==> config.mk <==
export PLATFORM = sky130hd
export DESIGN_NAME = subsec_alarm_timer
export DESIGN_NICKNAME = d
export VERILOG_FILES = /design/src/rtl/ssa_pkg.sv /design/src/rtl/ssa_reload_reg.sv /design/src/rtl/ssa_ctrl_fsm.sv /design/src/rtl/ssa_down_counter.sv /design/src/rtl/ssa_sticky_flag.sv /design/src/rtl/subsec_alarm_timer.sv
export SDC_FILE = /design/constraint.sdc
export NUM_CORES = 1
export LEC_CHECK = 0
export BUFFER_PORTS_ARGS = -buffer_cell sky130_fd_sc_hd__buf_4
export CORE_MARGIN = 2
export CORE_UTILIZATION = 45
export DETAILED_ROUTE_END_ITERATION = 12
export PLACE_DENSITY = 0.73
export SYNTH_ARGS = -nofsm -noshare
export SYNTH_HDL_FRONTEND = slang
export SYNTH_SLANG_ARGS = --single-unit
==> constraint.sdc <==
create_clock -name clk -period 4.5 [get_ports clk]
set_input_delay 0.9 -clock clk [delete_from_list [all_inputs] [get_ports clk]]
set_output_delay 0.9 -clock clk [all_outputs]
set_load 0.03 [all_outputs]
==> src/rtl/ssa_pkg.sv <==
package ssa_pkg;
    typedef enum logic {
        ST_IDLE = 1'b0,
        ST_RUN  = 1'b1
    } ssa_state_e;
endpackage

==> src/rtl/ssa_reload_reg.sv <==
module ssa_reload_reg #(
    parameter int W = 16
) (
    input  logic         clk,
    input  logic         rst_n,
    input  logic         we_i,
    input  logic [W-1:0] wdata_i,
    input  logic         en_i,
    input  logic         busy_i,
    output logic [W-1:0] q_o
);
    logic         accept;
    logic [W-1:0] q_q;

    assign accept = we_i && !en_i && !busy_i;

    always_ff @(posedge clk) begin
        if (!rst_n)
            q_q <= '0;
        else if (accept)
            q_q <= wdata_i;
    end

    assign q_o = q_q;

    // a blocked write leaves the register untouched
    p_locked_hold_r3: assert property (@(posedge clk) disable iff (!rst_n)
        (we_i && (en_i || busy_i)) |=> $stable(q_o));
    // an unblocked write lands
    p_accept_r3: assert property (@(posedge clk) disable iff (!rst_n)
        (we_i && !en_i && !busy_i) |=> (q_o == $past(wdata_i)));
endmodule

==> src/rtl/ssa_ctrl_fsm.sv <==
module ssa_ctrl_fsm
    import ssa_pkg::*;
(
    input  logic clk,
    input  logic rst_n,
    input  logic ctrl_we_i,
    input  logic en_wdata_i,
    output logic load_o,
    output logic run_o
);
    ssa_state_e state_q, state_d;

    always_comb begin
        state_d = state_q;
        unique case (state_q)
            ST_IDLE: if (ctrl_we_i && en_wdata_i)  state_d = ST_RUN;
            ST_RUN:  if (ctrl_we_i && !en_wdata_i) state_d = ST_IDLE;
            default: state_d = ST_IDLE;
        endcase
    end

    always_ff @(posedge clk) begin
        if (!rst_n)
            state_q <= ST_IDLE;
        else
            state_q <= state_d;
    end

    always_comb begin
        load_o = 1'b0;
        run_o  = 1'b0;
        unique case (state_q)
            ST_IDLE: load_o = ctrl_we_i && en_wdata_i;
            ST_RUN:  run_o  = 1'b1;
            default: ;
        endcase
    end

    // an enable write from idle always ends in the running state
    p_start_run_r2: assert property (@(posedge clk) disable iff (!rst_n)
        load_o |=> run_o);
    // a disable write always ends in idle
    p_stop_idle_r7: assert property (@(posedge clk) disable iff (!rst_n)
        (ctrl_we_i && !en_wdata_i) |=> !run_o);
endmodule

==> src/rtl/ssa_down_counter.sv <==
module ssa_down_counter #(
    parameter int W = 16
) (
    input  logic         clk,
    input  logic         rst_n,
    input  logic         load_i,
    input  logic         run_i,
    input  logic         tick_i,
    input  logic [W-1:0] reload_i,
    output logic [W-1:0] count_o,
    output logic         expire_o
);
    localparam logic [W-1:0] ZERO = '0;

    logic [W-1:0] count_q;
    logic         at_zero;

    assign at_zero  = (count_q == ZERO);
    assign expire_o = run_i && tick_i && at_zero;

    always_ff @(posedge clk) begin
        if (!rst_n)
            count_q <= ZERO;
        else if (load_i)
            count_q <= reload_i;
        else if (run_i && tick_i)
            count_q <= at_zero ? reload_i : count_q - 1'b1;
    end

    assign count_o = count_q;

    // start load takes the reload value
    p_start_load_r2: assert property (@(posedge clk) disable iff (!rst_n)
        load_i |=> (count_o == $past(reload_i)));
    // expiry reloads the counter
    p_expire_reload_r4: assert property (@(posedge clk) disable iff (!rst_n)
        expire_o |=> (count_o == $past(reload_i)));
    // nonzero tick steps down by one
    p_step_down_r4: assert property (@(posedge clk) disable iff (!rst_n)
        (run_i && tick_i && count_o != ZERO) |=> (count_o == $past(count_o) - 1'b1));
    // idle counter holds
    p_idle_hold_r7: assert property (@(posedge clk) disable iff (!rst_n)
        (!run_i && !load_i) |=> $stable(count_o));
endmodule

==> src/rtl/ssa_sticky_flag.sv <==
module ssa_sticky_flag (
    input  logic clk,
    input  logic rst_n,
    input  logic set_i,
    input  logic clr_i,
    output logic flag_o
);
    logic flag_q;

    always_ff @(posedge clk) begin
        if (!rst_n)
            flag_q <= 1'b0;
        else if (set_i)
            flag_q <= 1'b1;
        else if (clr_i)
            flag_q <= 1'b0;
    end

    assign flag_o = flag_q;

    // set has priority over clear
    p_set_wins_r6: assert property (@(posedge clk) disable iff (!rst_n)
        set_i |=> flag_o);
    // clear alone empties the flag
    p_clear_r6: assert property (@(posedge clk) disable iff (!rst_n)
        (clr_i && !set_i) |=> !flag_o);
    // no event, no change
    p_sticky_r6: assert property (@(posedge clk) disable iff (!rst_n)
        (!set_i && !clr_i) |=> $stable(flag_o));
endmodule

==> src/rtl/subsec_alarm_timer.sv <==
module subsec_alarm_timer #(
    parameter int CNT_W = 16
) (
    input  logic             clk,
    input  logic             rst_n,
    input  logic             tick,
    input  logic             rtc_busy,
    input  logic             reload_we,
    input  logic [CNT_W-1:0] reload_wdata,
    input  logic             ctrl_we,
    input  logic             ctrl_en_wdata,
    input  logic             ctrl_flag_wdata,
    output logic [CNT_W-1:0] reload_rdata,
    output logic             alarm_en,
    output logic             alarm_flag,
    output logic [CNT_W-1:0] count_value
);
    logic             load;
    logic             run;
    logic             expire;
    logic             flag_clr;
    logic [CNT_W-1:0] reload_q;

    assign flag_clr = ctrl_we && !ctrl_flag_wdata;

    ssa_ctrl_fsm u_fsm (
        .clk        (clk),
        .rst_n      (rst_n),
        .ctrl_we_i  (ctrl_we),
        .en_wdata_i (ctrl_en_wdata),
        .load_o     (load),
        .run_o      (run)
    );

    ssa_reload_reg #(.W(CNT_W)) u_reload (
        .clk     (clk),
        .rst_n   (rst_n),
        .we_i    (reload_we),
        .wdata_i (reload_wdata),
        .en_i    (run),
        .busy_i  (rtc_busy),
        .q_o     (reload_q)
    );

    ssa_down_counter #(.W(CNT_W)) u_cnt (
        .clk      (clk),
        .rst_n    (rst_n),
        .load_i   (load),
        .run_i    (run),
        .tick_i   (tick),
        .reload_i (reload_q),
        .count_o  (count_value),
        .expire_o (expire)
    );

    ssa_sticky_flag u_flag (
        .clk    (clk),
        .rst_n  (rst_n),
        .set_i  (expire),
        .clr_i  (flag_clr),
        .flag_o (alarm_flag)
    );

    assign reload_rdata = reload_q;
    assign alarm_en     = run;

    // re-enable while running does not disturb the count
    p_no_reload_r9: assert property (@(posedge clk) disable iff (!rst_n)
        (run && ctrl_we && ctrl_en_wdata && !tick) |=> $stable(count_value));
endmodule

==> reports/results.txt <==
Post-CTS Setup Bufs: 0
RePlAce Congestion: 0.916
Share of cells above drive strength 1: 27.3%
Maxcap violations: 0
Clock buffer depth: 2
Hold path startpoint: u_reload.q_o[13]
WS Path Type: reg -> reg
Number of global-route vias before repair: 1,597
Iter 0 DRT Violations: 120
Post-layout worst setup margin: 2.39 ns
Placed Area: 2140 sq um
Power Dens Cells: 399 nW/um^2
RSZ-0062 raised after global routing: false
Ant. Diodes: 0
Die W: 65.2 um
Sequential element share of the synthesized area: 40.3%
Compound-Gate Fraction of Synth Area: 22.8%
Reg2reg start: u_cnt.count_o[10]
Setup TNS: 0 ns
Net count after synthesis: 242
Synth Area in Simple Gates: 29.8%
Yosys cell types: 40
Routed vias: 1,779
Worst Skew: 0.00328 ns
Yosys warning count: 0
Mean area per synthesized cell: 7.81 sq um
Commonest cells post-synth: 60 x nand2_1, 34 x dfxtp_1, 23 x a21oi_1, 12 x nor2_1, 11 x clkbuf_1
CTS resizes: 0
Reg2Reg Setup Slack: 2.39 ns
Drt via density: 5.58
P&R area growth vs syn: 32.5%
Cell chosen for the clock root: clkbuf_8
Run status: complete, no violations
Max Slew Vio Count: 0
Drt drc: 0
Multi-input logic area: 951 sq um
Ranking of synthesized cells by area: dfxtp_1 40%, nand2_1 13%, a21oi_1 6.8%
Placement Setup Slack: 2.11 ns
Register area: 681 sq um
Core Area: 3630 sq um
Initial antenna violation count: 0
Worst-Skew Late Latency: 0.29 ns
Top-count cell post-synth: nand2_1
Crit. End Element: flop
Main combinational cell family by area after synthesis: simple AND/OR/NAND/NOR gates
Cell area after layout: 2240 sq um
EDFF count, synth: 0
Endpoints failing setup: 0
Critical path required time: 4.63 ns
Clk slew on worst S/H paths: 0.07 ns
Hold violation count in the final report: 0
Hold-fix buffers, CTS: 0
Max frequency: 0.474 GHz
FF+latch count, synth: 34
XOR/XNOR Fraction of Synth Area: 0.519%
IO buf count: 57
Ports: 58
Mapped Cells: 216
Antenna viol nets, final: 0
Post-synthesis mux area share: 1.78%
Final wirelength: 4780 um
CP startpoint kind: flop
Synth top area share: 40.3%
Crit Path Max Fanout: 8
Static leakage: 0.917 nW
Nets@finish: 296
GR Util All Layers: 23.4%
Asr flop ratio synth: 0%
# clock sinks: 34
Worst EP arrival: 2.24 ns
Cell area after synthesis: 1690 sq um
Slew @ Worst Pin: 0.932 ns
Initial core utilization: 46.5%
Largest area contributor in the synthesized netlist: dfxtp_1
Worst slew margin: 37.8%
H-tree Lvls: 2
Worst VDD drop: 0.000268 V
Hold crit path type: reg -> reg
First-pass GRT wire length: 7660 um
Fill count: 378
Core Util, Final: 61.6%
Final Cycle Share: 46.9%
Placement Rows: 22
CTS Buf Count: 5
Avg WL per Cell: 15.0 um
Global route overflow: 0
First-pass DRT Iterations: 4
Adder-cell share of the synthesized area: 1.48%
Setup crit start: u_cnt.count_o[10]
Post-DP HPWL: 3530 um
CTS tree: done
Post-synth top flop: dfxtp_1
Die ar.: 4260 sq um
Largest net degree at the start of global routing: 31
Period minus WS final: 2.11 ns
Total Power: 0.892 mW
Die H: 65.2 um
[routing by layer]
metal / wire [um] / up-vias / track usage (%)
met5: 0 / - / 0
met4: 98 / 0 / 9.11
met3: 270 / 9 / 3.60
met2: 2240 / 51 / 37.5
met1: 2170 / 832 / 31.6
li1: - / 887 / -
[path summary, 6_finish.rpt]
kind	to	cells after the start
setup / recovery	u_cnt.count_o[14]	5
hold / removal	u_reload.q_o[13]	2
setup reg to reg	u_cnt.count_o[14]	5
hold reg to reg	u_reload.q_o[13]	2
[logic make-up (layout without fill, tap and decap cells)]
| family | after synthesis | count (layout) |
|---|---|---|
| muxes | 3 | 3 |
| buffers and inverters | 15 | 70 |
| adders and majority gates | 2 | 2 |
| and+or+nand+nor | 103 | 103 |
| AOI/OAI and AO/OA | 58 | 58 |
| DFF | 34 | 34 |
| xor gates and xnor gates | 1 | 1 |
[worst max-delay path: stages, from the launching register on]
cell     delay (ns)
dfxtp_1        0.39
nor4_4         0.50
nand4_4        0.23
nor2_1         0.52
or3_1          0.22
a31oi_1        0.09
[metrics by stage]
step,hold WS (ns),std cells
floorplan,0.587,216
global placement,0.465,311
detailed placement,0.468,311
CTS,0.479,319
global route,0.506,319
finish,0.477,319
[layout make-up]
type / instances / area share [%]
timing repair buffer: 58 / 19.5
tap: 48 / 2.68
inverter: 4 / 0.671
clock inverter: 2 / 0.559
clock buffer: 6 / 3.69
multi-input combinational: 167 / 42.5
sequential: 34 / 30.4
[sequential cells by signal, summed over array words and instances, names as in the netlist, named ones only]
name / flops
u_cnt.count_o: 16
u_flag.flag_o: 1
u_reload.q_o: 16
[placed cells by master (no fill, tap or decap), drive strengths merged, types with 3 or more instances in the layout]
cell / Yosys / final
nand2: 60 / 60
buf: 0 / 58
dfxtp: 34 / 34
a21oi: 23 / 23
nor2: 12 / 12
nand3: 8 / 8
o21ai: 8 / 8
a31oi: 7 / 7
o311ai: 6 / 6
clkbuf: 11 / 6
nor4: 5 / 5
inv: 4 / 4
o211ai: 3 / 3
mux2i: 3 / 3
nor3: 3 / 3
[report_power, final]
part / internal (mW) / leakage, nW / switching (mW)
Sequential: 0.321 / 0.277 / 0.0271
Combinational: 0.111 / 0.593 / 0.197
Clock: 0.123 / 0.0472 / 0.113
Note: power is estimated with default switching activity, not from simulation.
